<file path="config.mk">
export PLATFORM = sky130hd
export DESIGN_NAME = xlat_lookup_ctrl
export DESIGN_NICKNAME = d
export VERILOG_FILES = /design/src/rtl/xlat_pkg.sv /design/src/rtl/xlat_rr_ptr.sv /design/src/rtl/xlat_tag_array.sv /design/src/rtl/xlat_lookup_ctrl.sv
export SDC_FILE = /design/constraint.sdc
export NUM_CORES = 1
export LEC_CHECK = 0
export BUFFER_PORTS_ARGS = -buffer_cell sky130_fd_sc_hd__buf_2
export CAP_MARGIN = 10
export CORE_MARGIN = 2
export CORE_UTILIZATION = 60
export CTS_BUF_LIST = sky130_fd_sc_hd__clkbuf_8
export CTS_CLUSTER_DIAMETER = 40
export DETAILED_ROUTE_END_ITERATION = 7
export GPL_TIMING_DRIVEN = 0
export PLACE_DENSITY = 0.77
export SLEW_MARGIN = 15
export SYNTH_ARGS = -nofsm -noshare
export SYNTH_HDL_FRONTEND = slang
export SYNTH_SLANG_ARGS = --single-unit
</file>
<file path="constraint.sdc">
create_clock -name clk_i -period 4.4 [get_ports clk_i]
set_input_delay 0.44 -clock clk_i [delete_from_list [all_inputs] [get_ports clk_i]]
set_output_delay 0.44 -clock clk_i [all_outputs]
set_load 0.05 [all_outputs]
</file>
<file path="src/rtl/xlat_pkg.sv">
`timescale 1ns/1ps
package xlat_pkg;
  localparam int VA_W   = 32;
  localparam int PA_W   = 32;
  localparam int PAGE_W = 12;
  localparam int VPN_W  = VA_W - PAGE_W;
  localparam int PPN_W  = PA_W - PAGE_W;

  typedef struct packed {
    logic             valid;
    logic             priv;
    logic [VPN_W-1:0] vpn;
    logic [PPN_W-1:0] ppn;
    logic             resident;
    logic             wprot;
    logic             dirty;
  } xlat_entry_t;

  typedef enum logic [0:0] {ST_LOOKUP, ST_WALK} ctrl_state_e;
endpackage

</file>
<file path="src/rtl/xlat_rr_ptr.sv">
`timescale 1ns/1ps
module xlat_rr_ptr #(
  parameter  int ENTRIES = 16,
  localparam int IDX_W   = $clog2(ENTRIES)
) (
  input  logic             clk_i,
  input  logic             rst_ni,
  input  logic             adv_i,
  output logic [IDX_W-1:0] ptr_o
);
  logic [IDX_W-1:0] ptr_q;

  always_ff @(posedge clk_i or negedge rst_ni) begin
    if (!rst_ni)    ptr_q <= '0;
    else if (adv_i) ptr_q <= (ptr_q == IDX_W'(ENTRIES - 1)) ? '0 : ptr_q + 1'b1;
  end

  assign ptr_o = ptr_q;
endmodule

</file>
<file path="src/rtl/xlat_tag_array.sv">
`timescale 1ns/1ps
module xlat_tag_array import xlat_pkg::*; #(
  parameter  int ENTRIES = 16,
  localparam int IDX_W   = $clog2(ENTRIES)
) (
  input  logic             clk_i,
  input  logic             rst_ni,
  input  logic             flush_i,
  input  logic             lk_priv_i,
  input  logic [VPN_W-1:0] lk_vpn_i,
  output logic             lk_hit_o,
  output logic [IDX_W-1:0] lk_idx_o,
  output logic [PPN_W-1:0] lk_ppn_o,
  output logic             lk_res_o,
  output logic             lk_wp_o,
  output logic             lk_dirty_o,
  input  logic             wr_en_i,
  input  logic [IDX_W-1:0] wr_idx_i,
  input  xlat_entry_t      wr_entry_i
);
  xlat_entry_t        ent_w [ENTRIES];
  logic [ENTRIES-1:0] match;
  logic [ENTRIES-1:0] valid_w;

  for (genvar g = 0; g < ENTRIES; g++) begin : g_ent
    xlat_entry_t e_q;
    // install wins over flush for its own slot
    always_ff @(posedge clk_i or negedge rst_ni) begin
      if (!rst_ni)                                    e_q       <= '0;
      else if (wr_en_i && wr_idx_i == IDX_W'(g))      e_q       <= wr_entry_i;
      else if (flush_i)                               e_q.valid <= 1'b0;
    end
    assign ent_w[g]   = e_q;
    assign valid_w[g] = e_q.valid;
    assign match[g]   = e_q.valid && (e_q.priv == lk_priv_i) && (e_q.vpn == lk_vpn_i);
  end

  always_comb begin
    lk_idx_o   = '0;
    lk_ppn_o   = '0;
    lk_res_o   = 1'b0;
    lk_wp_o    = 1'b0;
    lk_dirty_o = 1'b0;
    for (int i = 0; i < ENTRIES; i++) begin
      if (match[i]) begin
        lk_idx_o   = IDX_W'(i);
        lk_ppn_o   = ent_w[i].ppn;
        lk_res_o   = ent_w[i].resident;
        lk_wp_o    = ent_w[i].wprot;
        lk_dirty_o = ent_w[i].dirty;
      end
    end
  end

  assign lk_hit_o = |match;

  AST_TAG_UNIQUE: assert property (@(posedge clk_i) disable iff (!rst_ni)
    $onehot0(match));
  AST_FLUSH_ALL: assert property (@(posedge clk_i) disable iff (!rst_ni)
    flush_i && !wr_en_i |=> valid_w == '0);
  AST_FLUSH_KEEP_NEW: assert property (@(posedge clk_i) disable iff (!rst_ni)
    flush_i && wr_en_i |=> $countones(valid_w) == 1);
endmodule

</file>
<file path="src/rtl/xlat_lookup_ctrl.sv">
`timescale 1ns/1ps
module xlat_lookup_ctrl import xlat_pkg::*; #(
  parameter int ENTRIES = 16
) (
  input  logic             clk_i,
  input  logic             rst_ni,
  input  logic             req_valid_i,
  input  logic [VA_W-1:0]  req_vaddr_i,
  input  logic             req_super_i,
  input  logic             req_write_i,
  input  logic             tt_hit_i,
  input  logic             flush_i,
  output logic             resp_valid_o,
  output logic [PA_W-1:0]  resp_paddr_o,
  output logic             stall_o,
  output logic             bus_err_o,
  output logic             acc_err_o,
  output logic             walk_req_o,
  output logic [VPN_W-1:0] walk_vpn_o,
  output logic             walk_super_o,
  output logic             walk_set_mod_o,
  input  logic             walk_ack_i,
  input  logic [PPN_W-1:0] walk_ppn_i,
  input  logic             walk_wp_i,
  input  logic             walk_mod_i,
  input  logic             walk_err_i
);
  localparam int IDX_W = $clog2(ENTRIES);

  ctrl_state_e      state_q;
  logic [VPN_W-1:0] pend_vpn_q;
  logic             pend_priv_q, pend_setmod_q;
  logic [IDX_W-1:0] pend_idx_q;

  logic [VPN_W-1:0] lk_vpn;
  logic             hit, hit_res, hit_wp, hit_dirty;
  logic [IDX_W-1:0] hit_idx, rr_idx;
  logic [PPN_W-1:0] hit_ppn;
  logic             idle_req, use_tt, use_cache, miss, bad_page, prot, clean, xlat_ok, start_walk;
  logic             install;
  xlat_entry_t      new_entry;

  assign lk_vpn = req_vaddr_i[VA_W-1:PAGE_W];

  xlat_tag_array #(.ENTRIES(ENTRIES)) u_tags (
    .clk_i, .rst_ni, .flush_i,
    .lk_priv_i(req_super_i), .lk_vpn_i(lk_vpn),
    .lk_hit_o(hit), .lk_idx_o(hit_idx), .lk_ppn_o(hit_ppn),
    .lk_res_o(hit_res), .lk_wp_o(hit_wp), .lk_dirty_o(hit_dirty),
    .wr_en_i(install), .wr_idx_i(pend_idx_q), .wr_entry_i(new_entry)
  );

  xlat_rr_ptr #(.ENTRIES(ENTRIES)) u_rr (
    .clk_i, .rst_ni, .adv_i(install && !pend_setmod_q), .ptr_o(rr_idx)
  );

  // fixed order: transparent, then cache, then walk
  assign idle_req   = (state_q == ST_LOOKUP) && req_valid_i;
  assign use_tt     = idle_req && tt_hit_i;
  assign use_cache  = idle_req && !tt_hit_i && hit;
  assign miss       = idle_req && !tt_hit_i && !hit;
  assign bad_page   = use_cache && !hit_res;
  assign prot       = use_cache && hit_res && req_write_i && hit_wp;
  assign clean      = use_cache && hit_res && req_write_i && !hit_wp && !hit_dirty;
  assign xlat_ok    = use_cache && hit_res && !(req_write_i && (hit_wp || !hit_dirty));
  assign start_walk = miss || clean;

  assign install = (state_q == ST_WALK) && walk_ack_i;

  always_comb begin
    new_entry          = '0;
    new_entry.valid    = 1'b1;
    new_entry.priv     = pend_priv_q;
    new_entry.vpn      = pend_vpn_q;
    new_entry.ppn      = walk_ppn_i;
    new_entry.resident = !walk_err_i;
    new_entry.wprot    = walk_wp_i;
    new_entry.dirty    = walk_mod_i || pend_setmod_q;
  end

  always_ff @(posedge clk_i or negedge rst_ni) begin
    if (!rst_ni) begin
      state_q       <= ST_LOOKUP;
      pend_vpn_q    <= '0;
      pend_priv_q   <= 1'b0;
      pend_setmod_q <= 1'b0;
      pend_idx_q    <= '0;
    end else begin
      case (state_q)
        ST_LOOKUP: if (start_walk) begin
          state_q       <= ST_WALK;
          pend_vpn_q    <= lk_vpn;
          pend_priv_q   <= req_super_i;
          pend_setmod_q <= clean;
          pend_idx_q    <= clean ? hit_idx : rr_idx;
        end
        ST_WALK: if (walk_ack_i) state_q <= ST_LOOKUP;
        default: state_q <= ST_LOOKUP;
      endcase
    end
  end

  assign resp_valid_o   = use_tt || xlat_ok;
  assign resp_paddr_o   = use_tt ? PA_W'(req_vaddr_i) : {hit_ppn, req_vaddr_i[PAGE_W-1:0]};
  assign stall_o        = start_walk || (state_q == ST_WALK);
  assign bus_err_o      = bad_page;
  assign acc_err_o      = prot;
  assign walk_req_o     = (state_q == ST_WALK);
  assign walk_vpn_o     = pend_vpn_q;
  assign walk_super_o   = pend_priv_q;
  assign walk_set_mod_o = pend_setmod_q;

  AST_TT_FIRST: assert property (@(posedge clk_i) disable iff (!rst_ni)
    req_valid_i && tt_hit_i && !walk_req_o |-> resp_valid_o && !bus_err_o && !acc_err_o);
  AST_MISS_WALK: assert property (@(posedge clk_i) disable iff (!rst_ni)
    stall_o && !walk_req_o |=> walk_req_o);
  AST_ACK_DONE: assert property (@(posedge clk_i) disable iff (!rst_ni)
    walk_req_o && walk_ack_i |=> !walk_req_o);
  AST_ONE_OUTCOME: assert property (@(posedge clk_i) disable iff (!rst_ni)
    $onehot0({resp_valid_o, stall_o, bus_err_o, acc_err_o}));
  AST_WALK_HOLD: assert property (@(posedge clk_i) disable iff (!rst_ni)
    walk_req_o && !walk_ack_i |=> walk_req_o && $stable(walk_vpn_o) && $stable(walk_set_mod_o));
endmodule

</file>
# Word level (Yosys, flattened, before mapping)
# Index checks and enable logic that the tools add are counted.
# totals
output_inout_bits	59
input_bits	63
reg_bits	751
word_cells	365
# op_classes
n_mux	102
bitwise_logic	1
eq_ne	48
n_reduce_logical	95
addsub	1
# ops
cell	count
$eq 20x20->1	16
$mux 20	16
$mux 1	68
$logic_and 1x1->1	63
$mux 4	10
$eq 4x4->1 const B	9
$mux 32	1
$reduce_bool 2->1	16
$eq 1x1->1	16
$eq 4x3->1 const B	4
$reduce_or 16->1	1
$mux 3	4
$eq 4x2->1 const B	2
$logic_not 1->1	8
$logic_or 1x1->1	5
$add 4x1->4 const B	1
$eq 4x1->1 const B	1
$logic_not 4->1	1
$mux 2	2
$pmux 1 s2	1
$reduce_and 2->1	1
$not 1->1	1

# Longest topological paths before layout
# logic_depth
ltp_word	26
mapped_depth	15
depth_no_buf	10

# By module
# A second synthesis with hierarchy kept.
# hier_totals
hier_cells	3095
hier_area_um2	36815.3
# modules_own_cells
mod	area_each_um2	seq_area_each_um2	cells_per_inst	instances
xlat_tag_array	34907.2	18017.3	2943	1
xlat_lookup_ctrl	1727.9	675.6	135	1
xlat_rr_ptr	180.2	100.1	17	1

# Least setup slack after synthesis
# OpenSTA, ideal clock, no wires.
# synth_path
path_kind	input-to-output
from	input port req_vaddr_i[23]
to	output port resp_paddr_o[29]
arrival_ps	4007
setup_slack_ps	-47
path_stages	12
required_time_ps	3960
n_path_buf	2
path_cell_list	buf_2 xor2_1 or4_1 nor4b_1 and3_1 clkbuf_1 nand2_1 a31o_2 a311oi_1 o21ai_0 and4b_1 o21ai_0
# synth_via
elab_chain_len	19
word_cells_on_any_way	49
classes_between	eq/ne: 16; mux: 17; reduce/logical: 16
# synth_rtl
item	line_no	rtl
start, declared	xlat_lookup_ctrl.sv:8	input logic [VA_W-1:0] req_vaddr_i,
$eq 20x20->1	xlat_tag_array.sv:35	assign match[g] = e_q.valid && (e_q.priv == lk_priv_i) && (e_q.vpn == lk_vpn_i);
$logic_and 1x1->1	xlat_tag_array.sv:35	
$mux 20 (15 in a row)	xlat_tag_array.sv:45	if (match[i]) begin
$mux 20 *	xlat_tag_array.sv:45	
$mux 32 *	xlat_lookup_ctrl.sv:104	assign resp_paddr_o = use_tt ? PA_W'(req_vaddr_i) : {hit_ppn, req_vaddr_i[PAGE_W-1:0]};
end, declared	xlat_lookup_ctrl.sv:14	output logic [PA_W-1:0] resp_paddr_o,
# Mark *: on every way between the ends. The rest lies on a longest branch, timed or not.

# Final worst setup path
# layout_path
from	register u_tags.g_ent[0].e_q, in the netlist u_tags.ent_w[714]
to	output port resp_paddr_o[28]
# layout_via
elab_chain_len	19
# layout_rtl
item	line_no	rtl
start, declared	xlat_tag_array.sv:26	xlat_entry_t e_q;
start signal, assigned	xlat_tag_array.sv:30	else if (wr_en_i && wr_idx_i == IDX_W'(g)) e_q <= wr_entry_i;
$eq 20x20->1	xlat_tag_array.sv:35	
$logic_and 1x1->1	xlat_tag_array.sv:35	
$mux 20 (16 in a row)	xlat_tag_array.sv:45	
$mux 32	xlat_lookup_ctrl.sv:104	
# No other way between the ends.

==> reports/qor.txt <==
Status -> finished, violations left
Violated checks -> negative setup slack
Worst r2r src -> walk_req_o$_DFF_PN0_
WP data required -> 3.96 ns
Worst Min Path Start -> req_write_i
Pwr Total -> 22800 µW
Relative slew margins -> 0.140
Vias in the first global route -> 29900
Slew @ Worst Pin -> 1.29 ns
Clock slew at reported path FFs -> 0.06 ns
Drt first pass iters -> 6
Main synth FF type -> dfrtp_1
Via-per-instance ratio -> 6.71
Yosys Warn Count -> 0
GPL Wtd Cong -> 0.994
Longest Clk Path Bufs -> 3
Fmax -> 0.217 GHz
Clk root buf -> clkbuf_8
Max IR drop VDD -> 339 µV
Die Ht -> 254 µm
Crit path cell chain -> xor2_1, or4_4, nor4_4, nand2_2, nor4_4, buf_6, nand2_1, a311oi_2, o311ai_2, a211o_1, a31oi_4, buf_6
Tightest Hold Check Type -> in -> reg
Period minus WS final -> 4.60 ns
Syn Inst Count -> 3146
Switching share of power -> 0.324
DR vias -> 29500
FF+latch area -> 0.0188 mm²
Die Span X -> 254 µm
Hold slack -> 0.0435 ns
Tcrit/Tclk final -> 1.05
Arrival @ worst endpoint -> 4.16 ns
Commonest non-fill, non-tap cell in the layout -> dfrtp_1
Largest net degree at the start of global routing -> 114
Netlist cell types -> 84
Post-DP Area -> 0.0392 mm²
DRT iter0 DRCs -> 3431
GRT overflow -> 0
Fin. Hold Viols -> 0
TritonCTS clock tree -> done
Filler instances -> 4196
Fin. max-slew vios -> 0
Flop2flop setup slack -> 0.19 ns
Initial Utilization -> 0.608
P_leak -> 0.0207 µW
# IOs -> 122
Core Region -> 0.0617 mm²
Mapped Area -> 0.0375 mm²
Hpwl dp -> 93600 µm
WL final -> 137000 µm
GRT Overall Usage -> 0.424
Syn nets -> 3210
Htree depth -> 4
First-pass GRT wire length -> 197000 µm
Std-Cell Rows -> 91
Final setup TNS -> -1.19 ns
Number of flops mapped to enable cells by yosys -> 0
Crit end category -> primary output
Crit path kind -> reg -> out
Critical Path Source Type -> flip-flop
Pwr dens -> 509 mW/mm²
Final core occ -> 0.725
Full die area -> 0.0645 mm²
CP max FO -> 6
Antenna violations before repair -> 7
Clk_lat worst skew -> 0.82 ns
DRC Markers -> 0
Clock power share -> 0.317
Max incr delay on CP -> 0.55 ns
Port Buffer Count -> 90
Comb pwr share -> 0.228
Final setup viols -> 19
Setup ws final -> -0.200 ns
#FFs+latches synth -> 751
Ys async rst share -> 1.00
Int Pwr -> 15400 µW
Area of the multi-input gates -> 0.0187 mm²
CTS buffer count -> 138
Slowest cell on the critical path -> or4_4
Clock Sinks -> 751
Most frequent cells in the layout -> 751 x dfrtp_1, 675 x mux2_2, 182 x clkbuf_8, 181 x xnor2_1, 169 x nand2_1
Switching power -> 7390 µW
Layout Area Growth over Synthesis -> 19.3%
Layout Cell Area excl Fill -> 0.0448 mm²
Avg Synthesized Cell Area -> 11.9 µm²
Post-DR wirelength/cell -> 31.1 µm
Final Skew -> 0.0429 ns
Layout cells sized above 1 -> 0.405
RSZ-0062 raised after global routing -> true
Crit. Startpoint -> u_tags.ent_w[714]$_DFFE_PN0P_
# nets final -> 3515
Antenna Violating Nets Remaining -> 0
Share of power burned in registers -> 0.455
Total of max-cap violations -> 0
Sequential share of the synthesized area -> 0.501
## kinds of logic (layout without fill, tap and decap cells)
family          after synthesis  after routing  synth area share
flops                       751            751             0.501
mux                         704            704             0.213
simple gates                695            695            0.0987
compound gates              354            354            0.0676
xor+xnor                    340            340            0.0796
buf+inv                     301            714            0.0401
fa+ha+maj                     1              1          0.000333
other cells                   0              3                 0
## sequential cells by signal, indices dropped and copies added (netlist names)
signal	cells
walk_super_o	1
u_rr.ptr_o	4
walk_set_mod_o	1
u_tags.ent_w	720
pend_idx_q	4
walk_vpn_o	20
walk_req_o	1
## repair_timing
action | CTS | global route
setup buffers | 25 | 30
setup endpoints to repair | 44 | 24
pin swaps | 84 | 98
gates resized for setup | 256 | 226
gates cloned | 0 | 3
hold buffers | 16 | 0
hold endpoints to repair | 271 | 0
## critical path, delay by kind of cell (launching register included)
kind,cells,cell delay (ns)
DFF,1,0.39
xor gates and xnor gates,1,0.19
buffers and inverters,2,0.39
and+or+nand+nor,5,1.30
AOI/OAI and AO/OA,4,1.08
## power by group through the flow
stage / Combinational (µW) / Clock (µW) / Sequential [µW]
after global placement: 4480 / 0 / 10200
after detailed placement: 4720 / 0 / 10300
final: 5200 / 7230 / 10400
after global routing: 5490 / 7560 / 10500
after CTS: 4930 / 7200 / 10200
after floorplan: 3500 / 0 / 9770
## cell usage after synthesis (5+ instances only)
library cell / n / area (µm²)
buf_6: 23 / 259
inv_1: 26 / 97.6
mux2i_1: 10 / 100
clkbuf_1: 169 / 634
and3_1: 22 / 138
and4_1: 9 / 78.8
a21oi_1: 47 / 235
o221ai_1: 20 / 175
o211ai_1: 23 / 173
or4_1: 19 / 143
o21ai_0: 77 / 385
nand2b_1: 15 / 93.8
xnor2_1: 215 / 1880
buf_1: 22 / 82.6
a2111oi_0: 22 / 193
a21o_1: 11 / 82.6
o2111ai_1: 12 / 105
a221o_1: 20 / 200
buf_2: 10 / 50.1
mux2_4: 18 / 270
buf_4: 50 / 375
dfrtp_1: 751 / 18800
nor4b_1: 10 / 87.6
nor4_1: 45 / 282
a211oi_1: 7 / 52.6
nor3_1: 19 / 95.1
nand4_1: 87 / 544
xor2_1: 124 / 1090
a31oi_1: 25 / 156
a31o_2: 6 / 52.6
or3_1: 25 / 156
mux2_2: 675 / 7600
nand2_1: 190 / 713
and2_1: 12 / 75.1
nand4b_1: 11 / 96.3
a221oi_1: 5 / 43.8
a311oi_1: 22 / 193
or2_2: 6 / 37.5
o22ai_1: 20 / 125
nand3_1: 104 / 521
nor2_1: 90 / 338
## final cells by class
class,instances,share of cell area
clock buffer,181,0.0556
clock inverter,67,0.0115
inverter,27,0.00226
buffer,267,0.0359
sequential,751,0.420
multi-input combinational,2094,0.417
tap,837,0.0234
antenna,3,0.000168
timing repair buffer,172,0.0344
## final timing paths
path | depth (start not counted) | endpoint
min in group asynchronous | 2 | u_tags.ent_w[673]$_DFFE_PN0P_
worst max-delay path | 12 | resp_paddr_o[28]
worst min-delay path | 3 | pend_idx_q[1]$_DFFE_PN0P_
worst max register to register | 8 | u_tags.ent_w[308]$_DFFE_PN0P_
worst min register to register | 1 | u_tags.ent_w[232]$_DFFE_PN0P_
max in group asynchronous | 6 | u_tags.ent_w[599]$_DFFE_PN0P_
## metal layers
metal	global-route usage	part of all wire	up-vias
li1	-	-	12000
met2	0.631	0.44	1951
met1	0.539	0.37	15000
met4	0.266	0.074	2
met3	0.135	0.11	563
met5	0	0.00010	-
## through the flow
step / setup slack (ns) / instances
2_1_floorplan: 0.0568 / 3146
3_3_place_gp: -12.44 / 4073
3_5_place_dp: -1.51 / 4081
4_1_cts: -0.191 / 4364
5_1_grt: -0.252 / 4397
6_report: -0.200 / 4399
Note: power is estimated with default switching activity, not from simulation.
